## src/rtl/grs_pkg.sv

```systemverilog
package grs_pkg;
    typedef enum logic [1:0] {
        RND_NEAR = 2'b00,
        RND_ZERO = 2'b01,
        RND_POS  = 2'b10,
        RND_NEG  = 2'b11
    } rnd_mode_e;
endpackage

```

## src/rtl/grs_decide.sv

```systemverilog
module grs_decide
    import grs_pkg::*;
(
    input  logic      guard_i,
    input  logic      round_i,
    input  logic      sticky_i,
    input  logic      lsb_i,
    input  logic      sign_i,
    input  logic [1:0] mode_i,
    output logic      inexact_o,
    output logic      inc_o
);
    always_comb begin
        inexact_o = guard_i | round_i | sticky_i;
        inc_o     = 1'b0;
        if (inexact_o) begin
            unique case (rnd_mode_e'(mode_i))
                RND_NEAR: inc_o = guard_i & (round_i | sticky_i | lsb_i);
                RND_ZERO: inc_o = 1'b0;
                RND_POS:  inc_o = ~sign_i;
                RND_NEG:  inc_o = sign_i;
                default:  inc_o = 1'b0;
            endcase
        end
    end
endmodule

```

## src/rtl/grs_incr.sv

```systemverilog
module grs_incr #(
    parameter int W = 32
) (
    input  logic [W-1:0] val_i,
    input  logic         inc_i,
    output logic [W:0]   sum_o
);
    logic [W:0] carry;
    assign carry[0] = inc_i;
    for (genvar b = 0; b < W; b++) begin : g_bit
        assign sum_o[b]   = val_i[b] ^ carry[b];
        assign carry[b+1] = val_i[b] & carry[b];
    end
    assign sum_o[W] = carry[W];
endmodule

```

## src/rtl/grs_round_unit.sv

```systemverilog
module grs_round_unit
    import grs_pkg::*;
#(
    parameter int FRAC_W = 32
) (
    input  logic              clk,
    input  logic              rst_n,
    input  logic              in_valid,
    output logic              in_ready,
    input  logic [FRAC_W+1:0] mant_in,
    input  logic              sticky_in,
    input  logic              sign_in,
    input  logic [1:0]        mode_in,
    output logic              out_valid,
    input  logic              out_ready,
    output logic [FRAC_W:0]   mant_out,
    output logic              rnd_up_out,
    output logic              inexact_out,
    output logic              frac_inexact_out,
    output logic              frac_rnd_out
);
    localparam int IN_W  = FRAC_W + 2;
    localparam int OUT_W = FRAC_W + 1;

    typedef struct packed {
        logic             valid;
        logic [OUT_W-1:0] mant;
        logic             up;
        logic             inexact;
        logic             frac_inexact;
        logic             frac_rnd;
    } stage_t;

    stage_t st_d, st_q;

    logic [FRAC_W-1:0] kept_w;
    logic [OUT_W-1:0]  sum_w;
    logic              inc_w;
    logic              inexact_w;
    logic              take_w;

    assign kept_w = mant_in[IN_W-1:2];

    grs_decide u_decide (
        .guard_i  (mant_in[1]),
        .round_i  (mant_in[0]),
        .sticky_i (sticky_in),
        .lsb_i    (mant_in[2]),
        .sign_i   (sign_in),
        .mode_i   (mode_in),
        .inexact_o(inexact_w),
        .inc_o    (inc_w)
    );

    grs_incr #(.W(FRAC_W)) u_incr (
        .val_i(kept_w),
        .inc_i(inc_w),
        .sum_o(sum_w)
    );

    assign in_ready = ~st_q.valid | out_ready;
    assign take_w   = in_valid & in_ready;

    always_comb begin
        st_d = st_q;
        if (take_w) begin
            st_d.valid        = 1'b1;
            st_d.mant         = sum_w;
            st_d.up           = inc_w;
            st_d.inexact      = inexact_w;
            st_d.frac_inexact = inexact_w;
            st_d.frac_rnd     = inc_w;
        end else if (out_ready) begin
            st_d.valid = 1'b0;
        end
    end

    always_ff @(posedge clk) begin
        if (!rst_n) begin
            st_q <= '0;
        end else begin
            st_q <= st_d;
        end
    end

    assign out_valid        = st_q.valid;
    assign mant_out         = st_q.mant;
    assign rnd_up_out       = st_q.up;
    assign inexact_out      = st_q.inexact;
    assign frac_inexact_out = st_q.frac_inexact;
    assign frac_rnd_out     = st_q.frac_rnd;
endmodule

```

## config.mk

```make
export PLATFORM = sky130hd
export DESIGN_NAME = grs_round_unit
export DESIGN_NICKNAME = d
export VERILOG_FILES = /design/src/rtl/grs_pkg.sv /design/src/rtl/grs_decide.sv /design/src/rtl/grs_incr.sv /design/src/rtl/grs_round_unit.sv
export SDC_FILE = /design/constraint.sdc
export NUM_CORES = 1
export LEC_CHECK = 0
export CELL_PAD_IN_SITES_DETAIL_PLACEMENT = 1
export CELL_PAD_IN_SITES_GLOBAL_PLACEMENT = 1
export CORE_ASPECT_RATIO = 0.6
export CORE_MARGIN = 2
export CORE_UTILIZATION = 30
export CTS_CLUSTER_DIAMETER = 30
export DETAILED_ROUTE_END_ITERATION = 16
export PLACE_DENSITY_LB_ADDON = 0.1
export SLEW_MARGIN = 20
export SYNTH_ARGS = -nofsm -noshare
export SYNTH_HDL_FRONTEND = slang
export SYNTH_SLANG_ARGS = --single-unit
export TNS_END_PERCENT = 5
```

## constraint.sdc

```tcl
create_clock -name clk -period 14.9 [get_ports clk]
set_clock_uncertainty 0.05 [all_clocks]
set_input_delay 2.235 -clock clk [delete_from_list [all_inputs] [get_ports clk]]
set_output_delay 2.235 -clock clk [all_outputs]
set_load 0.05 [all_outputs]
```

==> flow_summary_export.csv <==
group,metric,value,unit
synthesis,synth_cell_types,23,
synthesis,synth_ff_type,"dfxtp_1",
layout,n_antenna_cell,0,
synthesis,synth_fp_nets,276,
power_and_ir_drop,switching_share,31.9,%
setup_path,critPathBufInv,1,
clock_tree,clk_latency,0.28,ns
grt,grt_max_degree,39,
setup_path,path_class,"input port to flop",
synthesis,async_flop_share,0,%
floorplanning,pin_count,81,
routing,via_per_inst,4.84,
routing,routed-via-count,1724,
timing,period_share,62.4,%
power_and_ir_drop,clockPowerShare,29.6,%
routing,first_iter_violations,30,
clock_tree,cts_tree,"yes",
clock_tree,post_cts_buffers,0,
floorplanning,die_width,105,um
grt,gr-total-overflow,0,
timing,setup_tns,0,ns
grt,grtUsageTotal,16.6,%
synthesis,yosysMostFrequentCell,"dfxtp_1",
clock_tree,cts_hold_buf,0,
floorplanning,die_y,64.7,um
timing,rsz0062_at_grt,"no",
layout,fin_area,0.00273,mm2
synthesis,synthCells,202,
routing,drc_errors,0,
synthesis,syn_area,0.00184,mm2
clock_tree,cts_sinks,36,
synthesis,yosysSeqAreaShare,39.1,%
placed_design,gp_congestion,0.759,
timing,fmax,0.107,GHz
power_and_ir_drop,switching_power,0.0770,mW
layout,syn_to_final_growth,48.2,%
setup_path,slowest_delay,0.41,ns
routing,routed_wl,5.34,mm
layout,layout.cells.non_filler,356,
timing,min_period,9.30,ns
layout,fin_util,45.3,%
power_and_ir_drop,ir_worst_vdd,0.0362,mV
floorplanning,core_area,0.00603,mm2
clock_tree,htree_num_levels,2,
run,cap_viol_max_count,0,
power_and_ir_drop,p_int,0.165,mW
power_and_ir_drop,p_seq_share,43.3,%
routing,drtPass1Iterations,4,
layout,layout-drive-gt1-share,5.15,%
setup_path,crit_fanout,2,
setup_path,crit_top_cell,"ha_1",
power_and_ir_drop,total_power,0.242,mW
clock_tree,clock_path_buffers,2,
setup_path,required,14.99,ns
layout,multi_input_area,992,um2
timing,finalHoldViolations,0,
power_and_ir_drop,power.density,88.6,mW/mm2
synthesis,yosysTopAreaCellShare,39.1,%
synthesis,synth_edf_count,0,
timing,relSlewSlack,49.8,%
routing,wl_per_cell,15.0,um
placed_design,portBuffers,80,
setup_path,reg2reg_slack,12.89,ns
floorplanning,initial_core_util,30.6,%
layout,nFillCells,694,
routing,postRouteAntennaNets,0,
layout,layout.nets,345,
timing,finalSetupViolCount,0,
grt,grt_pass1_wl,9.00,mm
timing,worst_pin_slew,0.752,ns
clock_tree,post_cts_resized,0,
clock_tree,path_clk_slew,0.07,ns
setup_path,cp.arrival,9.39,ns
grt,grt_pass1_vias,1837,
synthesis,synth_commonest_cells,"dfxtp_1 (36), a21oi_1 (35), nand3_1 (33)",
synthesis,ys_warn_count,0,
layout,ff_latch_area,721,um2
setup_path,critPathCaptureType,"flop",
worst_hold_path,min_path_type,"flop to flop",
grt,antenna_found_initial,0,
setup_path,cp_slowest_cell,"clkdlybuf4s50_1",
setup_path,path_delay_family,"adder cells",
floorplanning,num_rows,22,
setup_path,critPathLaunchType,"input port",
floorplanning,die_area,0.00680,mm2
run_status,status,"completed",
synthesis,synthTopCellsByArea,"dfxtp_1 (39%), ha_1 (22%), a21oi_1 (9.5%)",
placed_design,placed_cells,348,
timing,final_max_slew_viol_count,0,
power_and_ir_drop,p_leak,1.10,nW
power_and_ir_drop,combPwrFrac,27.2,%
placed_design,place_area,0.00264,mm2
synthesis,yosys_register_bits,36,
clock_tree,root_buffer,"clkbuf_8",
synthesis,avgSynthCellArea,9.12,um2
placed_design,dp_hpwl,3.62,mm
clock_tree,cts_buffers,5,
synthesis,synth_area_leader_cell,"dfxtp_1",
[final timing paths]
kind | to | startpoint | depth (start not counted)
setup reg to reg | frac_inexact_out | out_valid | 4
hold / removal | mant_out[0] | mant_out[0] | 2
hold reg to reg | mant_out[0] | mant_out[0] | 2
setup / recovery | mant_out[31] | mant_in[0] | 38
[tightest hold or removal path, delay by kind of cell, from the launching register on]
| kind | cells | cell delay (ns) |
|---|---|---|
| DFF | 1 | 0.31 |
| AOI/OAI and AO/OA | 2 | 0.12 |
[layout by cell type (no fill, tap or decap)]
cell             instances
a21oi_1                 35
a311oi_1                 1
a32oi_2                  1
buf_4                    1
clkbuf_8                 6
clkdlybuf4s50_1         80
clkinv_2                 2
dfxtp_1                 36
ha_1                    32
inv_2                    3
nand2_1                  1
nand3_1                 33
nor2_1                   2
nor2b_4                  1
nor3_1                   1
o211ai_1                 1
o21ai_0                 32
o21ai_1                  1
o41ai_1                  1
or3_1                    1
xnor2_1                  1
[power groups by stage]
| stage | logic [mW] | registers (mW) | clock network [mW] |
|---|---|---|---|
| after floorplan | 0.0191 | 0.127 | 0 |
| after global placement | 0.0657 | 0.107 | 0 |
| after detailed placement | 0.0662 | 0.107 | 0 |
| after CTS | 0.0664 | 0.105 | 0.0758 |
| after global routing | 0.0705 | 0.106 | 0.0805 |
| final | 0.0656 | 0.105 | 0.0715 |
[metrics by stage]
stage | worst slack [ns] | hold slack (ns)
final | 5.60 | 0.427
after global routing | 5.27 | 0.455
after CTS | 5.52 | 0.429
after detailed placement | 5.25 | 0.418
after global placement | 5.28 | 0.412
after floorplan | 6.16 | 0.660
[cell type report]
type / instances / area share (%)
clock buffer: 6 / 3.02
clock inverter: 2 / 0.367
inverter: 3 / 0.412
multi-input combinational: 144 / 36.3
sequential: 36 / 26.4
tap: 84 / 3.85
timing repair buffer: 81 / 29.6
[per-layer routing]
| metal | GRT usage, % | wire [um] | up-vias | share of wire, % |
|---|---|---|---|---|
| li1 | - | - | 873 | - |
| met5 | 0 | 0 | - | 0 |
| met3 | 4.83 | 280 | 2 | 5.2 |
| met1 | 21.3 | 2600 | 807 | 49 |
| met2 | 28.0 | 2440 | 42 | 46 |
| met4 | 3.50 | 29 | 0 | 0.54 |
[kinds of logic (layout without fill, tap and decap cells)]
kind of cell,Yosys count,in the layout,share of synthesized area [%]
compound gates,72,72,20.7
simple gates,39,39,10.9
flops,36,36,39.1
fa+ha+maj,32,32,21.7
buf+inv,22,92,7.00
xor+xnor,1,1,0.476
[state kept, by name, indices dropped and copies added, names as in the netlist]
name / count
frac_inexact_out: 1
frac_rnd_out: 1
mant_out: 33
out_valid: 1
(Power assumes the default switching activity.)
